### src/rtl/wdt_pkg.sv
package wdt_pkg;
  localparam int DATA_W = 8;
  localparam int MUL_W  = 5;
  localparam int RES_W  = 2;

  typedef struct packed {
    logic             ext;  // extra resolution bit
    logic [MUL_W-1:0] mul;
    logic [RES_W-1:0] res;
  } wdt_ctrl_t;
endpackage

### src/rtl/wdt_reg.sv
module wdt_reg
  import wdt_pkg::*;
#(
  parameter int          ADDR_W   = 8,
  parameter logic [ADDR_W-1:0] REG_ADDR = 9,
  parameter bit          EXT_RES  = 1'b1
) (
  input  logic              clk_i,
  input  logic              rst_ni,
  input  logic              wr_i,
  input  logic              rd_i,
  input  logic [ADDR_W-1:0] addr_i,
  input  logic [DATA_W-1:0] wdata_i,
  output logic [DATA_W-1:0] rdata_o,
  output wdt_ctrl_t         ctrl_o,
  output logic              load_o,
  output logic              load_en_o,
  output logic [MUL_W-1:0]  load_mul_o
);
  wdt_ctrl_t ctrl_q;
  wdt_ctrl_t wr_ctrl;
  logic      hit;
  logic      ext_bad;

  assign wr_ctrl = wdt_ctrl_t'(wdata_i);
  assign hit     = wr_i && (addr_i == REG_ADDR);

  generate
    if (EXT_RES) begin : g_ext_chk
      assign ext_bad = wr_ctrl.ext;
    end else begin : g_ext_ign
      assign ext_bad = 1'b0;
    end
  endgenerate

  always_ff @(posedge clk_i or negedge rst_ni) begin
    if (!rst_ni) ctrl_q <= '0;
    else if (hit) ctrl_q <= wr_ctrl;
  end

  assign ctrl_o     = ctrl_q;
  assign load_o     = hit;
  assign load_en_o  = (wr_ctrl.mul != '0) && !ext_bad;
  assign load_mul_o = wr_ctrl.mul;
  assign rdata_o    = (rd_i && (addr_i == REG_ADDR)) ? DATA_W'(ctrl_q) : '0;

  AST_WR_STORES: assert property (@(posedge clk_i) disable iff (!rst_ni)
    hit |=> (DATA_W'(ctrl_q) == $past(wdata_i)));
  AST_MISS_HOLDS: assert property (@(posedge clk_i) disable iff (!rst_ni)
    !hit |=> $stable(ctrl_q));
endmodule

### src/rtl/wdt_prescale.sv
module wdt_prescale
  import wdt_pkg::*;
#(
  parameter int STEP_SHIFT = 2,
  localparam int PRE_W = STEP_SHIFT * ((1 << RES_W) - 1)
) (
  input  logic             clk_i,
  input  logic             rst_ni,
  input  logic             load_i,
  input  logic             run_i,
  input  logic             tick_i,
  input  logic [RES_W-1:0] res_i,
  output logic             step_o
);
  logic [PRE_W-1:0] pre_q;
  logic [PRE_W-1:0] lim_m1;
  logic             at_lim;

  assign lim_m1 = PRE_W'((32'd1 << (STEP_SHIFT * 32'(res_i))) - 32'd1);
  assign at_lim = (pre_q == lim_m1);
  assign step_o = run_i && tick_i && !load_i && at_lim;

  always_ff @(posedge clk_i or negedge rst_ni) begin
    if (!rst_ni) pre_q <= '0;
    else if (load_i) pre_q <= '0;
    else if (run_i && tick_i) pre_q <= at_lim ? '0 : pre_q + 1'b1;
  end

  AST_PRE_IN_RANGE: assert property (@(posedge clk_i) disable iff (!rst_ni)
    pre_q <= lim_m1);
  AST_PRE_FROZEN: assert property (@(posedge clk_i) disable iff (!rst_ni)
    (!run_i && !load_i) |=> $stable(pre_q));
endmodule

### src/rtl/wdt_countdown.sv
module wdt_countdown
  import wdt_pkg::*;
(
  input  logic             clk_i,
  input  logic             rst_ni,
  input  logic             load_i,
  input  logic             load_en_i,
  input  logic [MUL_W-1:0] load_mul_i,
  input  logic             step_i,
  output logic             run_o,
  output logic             expire_o,
  output logic             flag_o
);
  logic [MUL_W-1:0] cnt_q;
  logic             run_q, exp_q, flag_q;
  logic             last;

  assign last = step_i && (cnt_q == MUL_W'(1));

  always_ff @(posedge clk_i or negedge rst_ni) begin
    if (!rst_ni) begin
      cnt_q  <= '0;
      run_q  <= 1'b0;
      exp_q  <= 1'b0;
      flag_q <= 1'b0;
    end else if (load_i) begin
      cnt_q  <= load_mul_i;
      run_q  <= load_en_i;
      exp_q  <= 1'b0;
      flag_q <= 1'b0;
    end else begin
      exp_q <= last;
      if (last) begin
        run_q  <= 1'b0;
        flag_q <= 1'b1;
      end else if (step_i) begin
        cnt_q <= cnt_q - 1'b1;
      end
    end
  end

  assign run_o    = run_q;
  assign expire_o = exp_q;
  assign flag_o   = flag_q;

  AST_RELOAD_VALUE: assert property (@(posedge clk_i) disable iff (!rst_ni)
    load_i |=> (cnt_q == $past(load_mul_i)));
  AST_EXPIRE_PULSE: assert property (@(posedge clk_i) disable iff (!rst_ni)
    exp_q |=> !exp_q);
  AST_FLAG_WITH_EXPIRE: assert property (@(posedge clk_i) disable iff (!rst_ni)
    exp_q |-> flag_q);
  AST_IDLE_NO_EXPIRE: assert property (@(posedge clk_i) disable iff (!rst_ni)
    !run_q |=> !exp_q);
  AST_RUN_NONZERO: assert property (@(posedge clk_i) disable iff (!rst_ni)
    run_q |-> (cnt_q != '0));
endmodule

### src/rtl/bus_wdt.sv
module bus_wdt
  import wdt_pkg::*;
#(
  parameter int                ADDR_W     = 8,
  parameter logic [ADDR_W-1:0] REG_ADDR   = 9,
  parameter bit                EXT_RES    = 1'b1,
  parameter int                STEP_SHIFT = 2
) (
  input  logic              clk_i,
  input  logic              rst_ni,
  input  logic              wr_i,
  input  logic              rd_i,
  input  logic [ADDR_W-1:0] addr_i,
  input  logic [7:0]        wdata_i,
  output logic [7:0]        rdata_o,
  input  logic              tick_i,
  output logic              expire_o,
  output logic              flag_o
);
  wdt_ctrl_t        ctrl;
  logic             load, load_en, run, step;
  logic [MUL_W-1:0] load_mul;

  wdt_reg #(.ADDR_W(ADDR_W), .REG_ADDR(REG_ADDR), .EXT_RES(EXT_RES)) u_reg (
    .clk_i, .rst_ni, .wr_i, .rd_i, .addr_i, .wdata_i, .rdata_o,
    .ctrl_o(ctrl), .load_o(load), .load_en_o(load_en), .load_mul_o(load_mul)
  );

  wdt_prescale #(.STEP_SHIFT(STEP_SHIFT)) u_pre (
    .clk_i, .rst_ni, .load_i(load), .run_i(run), .tick_i, .res_i(ctrl.res),
    .step_o(step)
  );

  wdt_countdown u_cnt (
    .clk_i, .rst_ni, .load_i(load), .load_en_i(load_en), .load_mul_i(load_mul),
    .step_i(step), .run_o(run), .expire_o, .flag_o
  );

  AST_EXT_STOPS: assert property (@(posedge clk_i) disable iff (!rst_ni)
    (EXT_RES && wr_i && (addr_i == REG_ADDR) && wdata_i[7]) |=> !run);
  AST_WRITE_CLEARS_FLAG: assert property (@(posedge clk_i) disable iff (!rst_ni)
    (wr_i && (addr_i == REG_ADDR)) |=> (!flag_o && !expire_o));
endmodule

### config.mk
export PLATFORM = sky130hd
export DESIGN_NAME = bus_wdt
export DESIGN_NICKNAME = d
export VERILOG_FILES = /design/src/rtl/wdt_pkg.sv /design/src/rtl/wdt_reg.sv /design/src/rtl/wdt_prescale.sv /design/src/rtl/wdt_countdown.sv /design/src/rtl/bus_wdt.sv
export SDC_FILE = /design/constraint.sdc
export NUM_CORES = 1
export LEC_CHECK = 0
export ABC_AREA = 1
export CAP_MARGIN = 30
export CORE_ASPECT_RATIO = 1.2
export CORE_MARGIN = 4
export CORE_UTILIZATION = 49
export CTS_BUF_LIST = sky130_fd_sc_hd__clkbuf_4 sky130_fd_sc_hd__clkbuf_8
export CTS_CLUSTER_DIAMETER = 40
export CTS_CLUSTER_SIZE = 12
export DETAILED_ROUTE_END_ITERATION = 16
export DONT_BUFFER_PORTS = 1
export GPL_TIMING_DRIVEN = 0
export HOLD_SLACK_MARGIN = 0.03
export PLACE_DENSITY = 0.74
export SKIP_CTS_REPAIR_TIMING = 1
export SYNTH_ARGS = -nofsm -noshare
export SYNTH_HDL_FRONTEND = slang
export SYNTH_SLANG_ARGS = --single-unit
### constraint.sdc
create_clock -name clk_i -period 2.8 [get_ports clk_i]
set_input_delay 0.28 -clock clk_i [delete_from_list [all_inputs] [get_ports clk_i]]
set_output_delay 0.28 -clock clk_i [all_outputs]
set_load 0.05 [all_outputs]
==> summary.md <==
| Metric | Value |
|---|---|
| Status | `complete, no violations` |
| Slew HR | `0.391` |
| Crit. Startpoint | `addr_i[2]` |
| Critical Path Sink Type | `output port` |
| Share of layout cells above drive strength 1 | `0.169` |
| Cell taking the most area after synthesis | `dfrtp_1` |
| Die X | `56.5 um` |
| Post-synth top flop | `dfrtp_1` |
| Leak | `approximately 0.8 nW` |
| P_sw | `~0.28 mW` |
| Post-route DRC | `0` |
| Unrepaired setup endpoints after global routing | `false` |
| Mapped Nets | `~210` |
| Crit path max fanout | `8` |
| PortBufs | `0` |
| Layout Area Growth over Synthesis | `8.94%` |
| Sequential share of power | `0.471` |
| Avg Vias per Cell | `5.06` |
| R2r setup slk | `between 1000 and 1500 ps` |
| Total Routing Usage GR | `0.155` |
| Worst setup endpoint | `rdata_o[0]` |
| DP Wirelength | `approximately 2.2 mm` |
| Top-count cell post-synth | `nand2_1` |
| Ratio of total power to cell area | `a little under 600 nW/um2` |
| Row cnt | `20` |
| Unique masters post-synth | `27` |
| Worst skew pair latency | `just over 300 ps` |
| Die Ht | `66.2 um` |
| Layout Nets | `around 210` |
| CTS tree | `built` |
| Commonest cells post-synth | `nand2_1, inv_1, dfrtp_1, nand3_1, nor2_1` |
| Final hold violations | `0` |
| Worst min-delay path class | `input port to register` |
| Slew @ Worst Pin | `910 ps` |
| CP arrival | `~1600 ps` |
| GP Congestion | `about 0.79` |
| Root Buffer | `clkbuf_4` |
| VDD IR max | `roughly 0.30 mV` |
| CP startpoint kind | `input port` |
| Slew Limit Fails | `0` |
| Crit Reg-Reg Endpoint | `u_cnt.cnt_q[1]$_DFFE_PN0P_` |
| CTS Buffer Depth | `2` |
| # fillers | `250` |
| Max-cap violations | `0` |
| DRT iter0 DRCs | `29` |
| WP data required | `2520 ps` |
| Final setup skew | `about 14 ps` |
| Core ar. | `about 2600 um2` |
| Critical-path top delay cell | `nor2_1` |
| Seq cells post-synth | `22` |
| Largest net degree at the start of global routing | `23` |
| Worst-path cell chain | `inv_1, nand2_1, nor2_1, nand3_1, nor2_1` |
| Setup TNS | `0 ps` |
| Synth Warn # | `0` |
| Initial antenna violation count | `0` |
| Vias in the first global route | `1,118` |
| Total die area | `around 3700 um2` |
| Num CTS Buffers | `3` |
| Switching portion of total power | `0.318` |
| Crit Reg-Reg Startpoint | `u_reg.ctrl_o[1]$_DFFE_PN0P_` |
| Fin crit share | `0.686` |
| Mapped Cells | `~180` |
| Ranking of synthesized cells by area | `dfrtp_1, nand2_1, inv_1` |
| Cell mode on critical path | `nor2_1` |
| Post-Route WL | `between 2 and 3 mm` |
| Endpoints failing setup | `0` |
| CP peak stage delay | `around 800 ps` |
| H-tree Lvls | `1` |
| Sink Count | `22` |
| Synthesized area | `1390 um2` |
| Clock network fraction of design power | `0.271` |
| Total number of vias | `between 1k and 1.5k` |
| Wire length of the first global-routing pass | `4.60 mm` |
| Part of the power in combinational logic | `0.258` |
| Seq/Total Area, Yosys | `0.397` |
| Wire per inst | `~13 um` |
| Congestion Overflow GR | `0` |
| Max Freq | `between 500 and 600 MHz` |
| Initial core utilization | `0.527` |
| Worst-case reg-to-reg path depth | `7` |
| Post-synth EDFFs | `0` |
| Post-synth ARST share | `1.00` |
| ANT nets after route | `0` |
| Crit Path Category | `input port to output port` |
| Syn_area_per_cell | `approximately 7.6 um2` |
| Final Hold Slack | `roughly 88 ps` |
| Diodes inserted | `0` |
| Drt pass-1 iters | `4` |
| Clock transition at the registers of the reported paths | `approximately 130 ps` |
| Share of the synthesized area in the top cell type | `0.397` |
| P_int | `roughly 0.61 mW` |
| Ports | `31` |
| Final Critical Period | `roughly 1900 ps` |
==> power groups by stage <==
stage	clock network, mW	logic (mW)	registers, mW
4_1_cts	0.248	0.220	0.420
6_report	0.242	0.231	0.422
2_1_floorplan	0	0.191	0.415
5_1_grt	0.259	0.265	0.431
3_3_place_gp	0	0.210	0.422
3_5_place_dp	0	0.220	0.427
==> how the worst min path moves through the flow <==
stage | startpoint | end | slack (ps) | cells past startpoint
final | wdata_i[0] | u_reg.ctrl_o[0]$_DFFE_PN0P_ | 90 | 2
after global routing | wdata_i[1] | u_reg.ctrl_o[1]$_DFFE_PN0P_ | 90 | 2
after CTS | rst_ni | u_reg.ctrl_o[0]$_DFFE_PN0P_ | -370 | 0
after detailed placement | rst_ni | u_cnt.expire_o$_DFF_PN0_ | -10 | 0
after global placement | rst_ni | u_cnt.expire_o$_DFF_PN0_ | -10 | 0
after floorplan | rst_ni | u_cnt.cnt_q[0]$_DFFE_PN0P_ | -20 | 0
==> stage by stage <==
stage	instance area, um2	power, mW	utilization	setup WS, ps	instances
floorplan	1390	0.606	-	1120	183
global placement	1430	0.632	0.543	903	216
detailed placement	1430	0.646	0.543	866	216
CTS	1480	0.889	0.563	867	220
global route	1510	0.955	0.574	707	222
finish	1510	0.895	0.574	880	222
==> flip-flops by register name, summed over array words and instances (netlist names) <==
name / flops
u_cnt.expire_o: 1
u_pre.pre_q: 6
u_cnt.cnt_q: 5
u_cnt.run_o: 1
u_cnt.flag_o: 1
u_reg.ctrl_o: 8
==> cells by family (layout without fill, tap and decap cells) <==
family	after synthesis	in the layout	share of synthesized area
AOI/OAI and AO/OA	22	22	0.102
and+or+nand+nor	86	86	0.297
buffers and inverters	43	49	0.132
adders and majority gates	3	3	0.0271
xor gates and xnor gates	7	7	0.0443
DFF	22	22	0.397
==> cells in the final DEF (no fill, tap or decap), types with 4 or more instances in the layout <==
| cell | instances |
|---|---|
| nand2_1 | 39 |
| o21ai_0 | 9 |
| dfrtp_1 | 22 |
| xor2_1 | 5 |
| nand3_1 | 16 |
| o22ai_1 | 4 |
| nand2_2 | 7 |
| o21ai_2 | 6 |
| nor2_1 | 15 |
| inv_1 | 34 |
==> routing by layer <==
layer / GRT usage / part of all wire
met2: 0.288 / 0.53
met1: 0.167 / 0.41
met4: 0.0653 / 0.012
met3: 0.0332 / 0.047
met5: 0 / 0
==> critical path, delay by kind of cell <==
kind | cells | cell delay [ps]
buffers and inverters | 1 | 30
and+or+nand+nor | 4 | 1330
==> final cells by class <==
class                   instances  area [um2]  share of cell area
repair buffers                  2        30.0              0.0199
flip-flops and latches         22         551               0.365
well taps                      33        41.3              0.0274
multi-input cells             118         652               0.432
plain buffers                   3        31.3              0.0207
inverters                      40         151               0.100
clock buffers                   3        22.5              0.0149
clock inverters                 1        30.0              0.0199
No activity file was read; power rests on OpenSTA's default activity.
